$ cat src/rtl/ipc_throttle_pkg.sv
package ipc_throttle_pkg;
  typedef enum logic [1:0] {
    ST_NORMAL = 2'd0,
    ST_BLOCK  = 2'd1,
    ST_OPEN   = 2'd2
  } thr_state_e;

  typedef enum logic [1:0] {
    MODE_FETCH   = 2'd0,
    MODE_COMMIT  = 2'd1,
    MODE_BOTH    = 2'd2,
    MODE_BOTH_ALT = 2'd3
  } thr_mode_e;
endpackage

$ cat src/rtl/ipc_window.sv
module ipc_window #(
  parameter int CNT_W    = 4,
  parameter int TGT_W    = 3,
  parameter int WIN_LOG2 = 3
) (
  input  logic             clk_i,
  input  logic             rst_ni,
  input  logic [CNT_W-1:0] commit_cnt_i,
  input  logic [TGT_W-1:0] target_ipc_i,
  output logic             over_o
);
  localparam int W     = 1 << WIN_LOG2;
  localparam int SUM_W = CNT_W + WIN_LOG2;
  localparam int CMP_W = (SUM_W > TGT_W + WIN_LOG2) ? SUM_W + 1 : TGT_W + WIN_LOG2 + 1;

  logic [CNT_W-1:0] hist_q [W];
  logic [SUM_W-1:0] sum_q;

  always_ff @(posedge clk_i or negedge rst_ni) begin
    if (!rst_ni) hist_q[0] <= '0;
    else         hist_q[0] <= commit_cnt_i;
  end

  for (genvar g = 1; g < W; g++) begin : g_hist
    always_ff @(posedge clk_i or negedge rst_ni) begin
      if (!rst_ni) hist_q[g] <= '0;
      else         hist_q[g] <= hist_q[g-1];
    end
  end

  // running sum: add newest, drop the one leaving the window
  always_ff @(posedge clk_i or negedge rst_ni) begin
    if (!rst_ni) sum_q <= '0;
    else         sum_q <= sum_q + SUM_W'(commit_cnt_i) - SUM_W'(hist_q[W-1]);
  end

  logic [CMP_W-1:0] sum_ext, limit_ext;
  always_comb begin
    sum_ext   = CMP_W'(sum_q);
    limit_ext = CMP_W'(target_ipc_i) << WIN_LOG2;
    over_o    = sum_ext > limit_ext;
  end
endmodule

$ cat src/rtl/throttle_fsm.sv
module throttle_fsm
  import ipc_throttle_pkg::*;
#(
  parameter int TV_W = 4
) (
  input  logic            clk_i,
  input  logic            rst_ni,
  input  logic            over_i,
  input  logic [TV_W-1:0] tv_max_i,
  output logic            block_o,
  output logic            active_o,
  output logic [TV_W-1:0] tv_o
);
  thr_state_e      state_q, state_d;
  logic [TV_W-1:0] tv_q, tv_d, cnt_q, cnt_d;
  logic [TV_W-1:0] max_eff, tv_inc;

  always_comb begin
    max_eff = (tv_max_i == '0) ? TV_W'(1) : tv_max_i;
    tv_inc  = (tv_q >= max_eff) ? max_eff : tv_q + TV_W'(1);
  end

  always_comb begin
    state_d = state_q;
    tv_d    = tv_q;
    cnt_d   = cnt_q;
    unique case (state_q)
      ST_NORMAL: begin
        if (over_i) begin
          state_d = ST_BLOCK;
          tv_d    = tv_inc;
          cnt_d   = TV_W'(1);
        end
      end
      ST_BLOCK: begin
        if (cnt_q >= tv_q) state_d = ST_OPEN;
        else               cnt_d   = cnt_q + TV_W'(1);
      end
      ST_OPEN: begin
        if (over_i) begin
          state_d = ST_BLOCK;
          tv_d    = tv_inc;
          cnt_d   = TV_W'(1);
        end else begin
          state_d = ST_NORMAL;
          tv_d    = '0;
          cnt_d   = '0;
        end
      end
      default: begin
        state_d = ST_NORMAL;
        tv_d    = '0;
        cnt_d   = '0;
      end
    endcase
  end

  always_ff @(posedge clk_i or negedge rst_ni) begin
    if (!rst_ni) begin
      state_q <= ST_NORMAL;
      tv_q    <= '0;
      cnt_q   <= '0;
    end else begin
      state_q <= state_d;
      tv_q    <= tv_d;
      cnt_q   <= cnt_d;
    end
  end

  assign block_o  = (state_q == ST_BLOCK);
  assign active_o = (state_q != ST_NORMAL);
  assign tv_o     = tv_q;
endmodule

$ cat src/rtl/stage_gate.sv
module stage_gate
  import ipc_throttle_pkg::*;
(
  input  logic       block_i,
  input  logic [1:0] mode_i,
  output logic       fetch_en_o,
  output logic       commit_en_o
);
  logic sel_fetch, sel_commit;

  always_comb begin
    unique case (thr_mode_e'(mode_i))
      MODE_FETCH:  begin sel_fetch = 1'b1; sel_commit = 1'b0; end
      MODE_COMMIT: begin sel_fetch = 1'b0; sel_commit = 1'b1; end
      default:     begin sel_fetch = 1'b1; sel_commit = 1'b1; end
    endcase
    fetch_en_o  = !(block_i && sel_fetch);
    commit_en_o = !(block_i && sel_commit);
  end
endmodule

$ cat src/rtl/ipc_throttle_ctrl.sv
module ipc_throttle_ctrl #(
  parameter int CNT_W    = 4,
  parameter int TGT_W    = 3,
  parameter int WIN_LOG2 = 3,
  parameter int TV_W     = 4
) (
  input  logic             clk_i,
  input  logic             rst_ni,
  input  logic [CNT_W-1:0] commit_cnt_i,
  input  logic [TGT_W-1:0] target_ipc_i,
  input  logic [TV_W-1:0]  tv_max_i,
  input  logic [1:0]       mode_i,
  output logic             fetch_en_o,
  output logic             commit_en_o,
  output logic [TV_W-1:0]  throttle_val_o,
  output logic             throttling_o
);
  logic over, block;

  ipc_window #(
    .CNT_W(CNT_W), .TGT_W(TGT_W), .WIN_LOG2(WIN_LOG2)
  ) win_i (
    .clk_i        (clk_i),
    .rst_ni       (rst_ni),
    .commit_cnt_i (commit_cnt_i),
    .target_ipc_i (target_ipc_i),
    .over_o       (over)
  );

  throttle_fsm #(.TV_W(TV_W)) fsm_i (
    .clk_i    (clk_i),
    .rst_ni   (rst_ni),
    .over_i   (over),
    .tv_max_i (tv_max_i),
    .block_o  (block),
    .active_o (throttling_o),
    .tv_o     (throttle_val_o)
  );

  stage_gate gate_i (
    .block_i     (block),
    .mode_i      (mode_i),
    .fetch_en_o  (fetch_en_o),
    .commit_en_o (commit_en_o)
  );
endmodule

$ cat config.mk
export PLATFORM = sky130hd
export DESIGN_NAME = ipc_throttle_ctrl
export DESIGN_NICKNAME = d
export VERILOG_FILES = /design/src/rtl/ipc_throttle_pkg.sv /design/src/rtl/ipc_window.sv /design/src/rtl/throttle_fsm.sv /design/src/rtl/stage_gate.sv /design/src/rtl/ipc_throttle_ctrl.sv
export SDC_FILE = /design/constraint.sdc
export NUM_CORES = 1
export LEC_CHECK = 0
export ABC_AREA = 1
export BUFFER_PORTS_ARGS = -buffer_cell sky130_fd_sc_hd__buf_2
export CAP_MARGIN = 20
export CORE_ASPECT_RATIO = 1.25
export CORE_MARGIN = 2
export CORE_UTILIZATION = 51
export DETAILED_ROUTE_END_ITERATION = 10
export PLACE_DENSITY = 0.66
export SLEW_MARGIN = 20
export SYNTH_ARGS = -nofsm -noshare
export SYNTH_HDL_FRONTEND = slang
export SYNTH_SLANG_ARGS = --single-unit
$ cat constraint.sdc
create_clock -name clk_i -period 4.56 [get_ports clk_i]
set_clock_uncertainty 0.05 [all_clocks]
set_input_delay 0.684 -clock clk_i [delete_from_list [all_inputs] [get_ports clk_i]]
set_output_delay 0.684 -clock clk_i [all_outputs]
set_load 0.02 [all_outputs]
==> impl_metrics.toml <==
[status]
outcome = "complete, no violations"

[yosys]
synth-xor-area-share_pct = 3.41
ys_ff_latch = 49
synth_area_um2 = 2310
synthFlopType = "dfrtp_1"
synthDistinctLibCells = 24
synthesis.nets = 261
synth_top_family_by_area = "simple AND/OR/NAND/NOR gates"
avgSynthCellArea_um2 = 10.4
synth.most_common_cell = "dfrtp_1"
syn_inst = 222
yosysTopAreaCellShare_pct = 53.1
synth_fa_ha_area_share_pct = 14.3
synth.area.top_cells = "dfrtp_1, ha_1, inv_1"
synthArstFlopShare_pct = 100
ys_seq_area_share_pct = 53.1
synthMuxAreaShare_pct = 0
synth_edf_count = 0
synthTopCellsByCount = "dfrtp_1, inv_1, nand2_1"
synth_compound_area_share_pct = 4.06
synth-simple-area-share_pct = 17.1
yosysWarnings = 0
synth_top_cell_by_area = "dfrtp_1"

[cells_and_area]
fin_area_um2 = 2570
diodes = 0
drive_gt1_share_pct = 22.4
areaGrowthSynthToFinish_pct = 11.3
nNetsFinal = 289
finalNonFillerCells = 308

[global_route]
grt_use_met1_pct = 21.8
met2_usage_pct = 27.1
grt.busiest_layer = "met2"
first_global_vias = 1508
antenna_found_initial = 0
grt_pass1_wl_um = 6420
overflow = 0
grt_usage_pct = 16.8
grt_use_met3_pct = 4.39
grt_max_degree = 50

[worst_hold_path]
min_from = "win_i.hist_q[18]"
hp-class = "reg2reg"
holdPathStages = 0
hold_end = "win_i.hist_q[14]"

[sta]
setup_viol = 0
layout_min_cycle_time_ps = 2170
rsz0062_at_grt = "false"
finalHoldViolCount = 0
fin_tns_setup_ps = 0
max_freq_mhz = 460
period_share_pct = 47.7
slew_viol_final = 0
max_slew_margin_pct = 60.8
tightest_slew_ps = 587

[worst_setup_path]
cp.required_ps = 4690
rrSetupSlack_ps = 2550
slowest_stage = "fa_1"
path_common_cell = "inv_1"
path_buf_inv = 3
setup.worst_path.end_class = "flip-flop"
critical-path-top-delay-family = "adder cells"
path_cells = "buf_2 -> inv_1 -> fa_1 -> inv_1 -> ha_1 -> a21oi_1 -> nand2_1 -> xor2_1"
critPathKind = "in2reg"
startpoint_type = "primary input"
rr_worst_depth = 7
cpPeakStageDelay_ps = 550
r2r_end = "win_i.sum_q[4]"
crit_path_max_fanout = 5
r2r-start = "win_i.sum_q[3]"
cp.arrival_ps = 2310

[drt]
drtIter0Drc = 81
wl_per_cell_um = 11.5
drc = 0
routed-via-count = 1472
wirelength_um = 3550
via_per_inst = 4.78
drtAntennaViolNets = 0
drtPass1Iterations = 4

[clocking]
cts_tree = "done"
clockBufferDepth = 2
numCtsBuffers = 5
cts_root_buffer = "clkbuf_8"
insertion_delay_ps = 290
clkTransAtPathRegs_ps = 80
ctsHoldBuffers = 0
htree_levels = 2
cts_setup_buffers = 0
cts_sinks = 49
cts_resized = 0

[pwr]
cellLeakagePower_nw = 1.39
worst_ir_drop_vdd_uv = 408
fin_total_pwr_w = 0.00169
power_density_nw_per_um2 = 656

[run]
maxCapViolCount = 0

[die]
die_h_um = 79.3
num_rows = 27
die_area_um2 = 5090
start_util_pct = 52.6
io_pins = 22
fp.coreArea_um2 = 4390
die_x_um = 64.2

[placement]
dpl.hpwl_um = 2710
place_area_um2 = 2490
io_buffers = 21
gp_congestion = 0.808
placed_cells = 301
## metrics by stage
stage          utilization (%)  worst slack [ps]  hold WS, ps
2_1_floorplan                -              2340          281
3_3_place_gp              56.7              2070          284
3_5_place_dp              56.7              2090          286
4_1_cts                   58.5              2400          297
5_1_grt                   58.6              2320          309
6_report                  58.6              2390          298
## worst register-to-register path, delay by kind of cell (launching register included)
kind / cells / cell delay [ps]
buffers and inverters: 2 / 110
flip-flops: 1 / 340
adder cells (fa/ha/maj): 2 / 880
AND/OR/NAND/NOR: 1 / 120
XOR/XNOR: 1 / 160
AO/OA/AOI/OAI: 1 / 250
## cell type report
type	count	area (µm²)
Timing Repair Buffer	21	108
Multi-Input combinational cell	123	897
Fill cell	405	1820
Inverter	50	188
Tap cell	58	72.6
Sequential cell	49	1230
Clock buffer	6	72.6
Clock inverter	1	8.76
## sequential cells by signal (all words and copies together) (netlist names)
signal         cells
win_i.hist_q      32
win_i.sum_q        7
fsm_i.cnt_q        4
fsm_i.tv_o         4
fsm_i.state_q      2
## power by group
part	internal [W]	switching [W]
sequential	0.000525	0.0000795
combinational	0.000338	0.000509
clock	0.000106	0.000129
total	0.000969	0.000718
## worst max-delay path by stage
stage,startpoint,endpoint,cells past startpoint
2_1_floorplan,commit_cnt_i[3],win_i.sum_q[6],7
3_3_place_gp,commit_cnt_i[3],win_i.sum_q[4],8
3_5_place_dp,commit_cnt_i[3],win_i.sum_q[4],8
4_1_cts,commit_cnt_i[3],win_i.sum_q[4],8
5_1_grt,commit_cnt_i[3],win_i.sum_q[4],8
6_report,commit_cnt_i[3],win_i.sum_q[4],8
## metal layers
layer / wire length [µm] / part of all wire [%] / up-vias
met5: 0 / 0 / -
met4: 59 / 1.7 / 0
met3: 130 / 3.7 / 5
met2: 1740 / 49 / 23
met1: 1630 / 46 / 694
li1: - / - / 750
## cell usage in the layout, fill, tap and decap left out, types with 7 or more instances in the layout
cell and instances:
nand4_1 7, ha_1 20, dfrtp_1 49, inv_2 10, inv_1 40, buf_2 20, nand2_1 33, nand3_1 16
## cell families after synthesis
group | Yosys count
xor gates and xnor gates | 9
DFF | 49
AOI/OAI and AO/OA | 14
buffers and inverters | 50
adders and majority gates | 24
and+or+nand+nor | 76
Power figures use the tool's default switching activity.
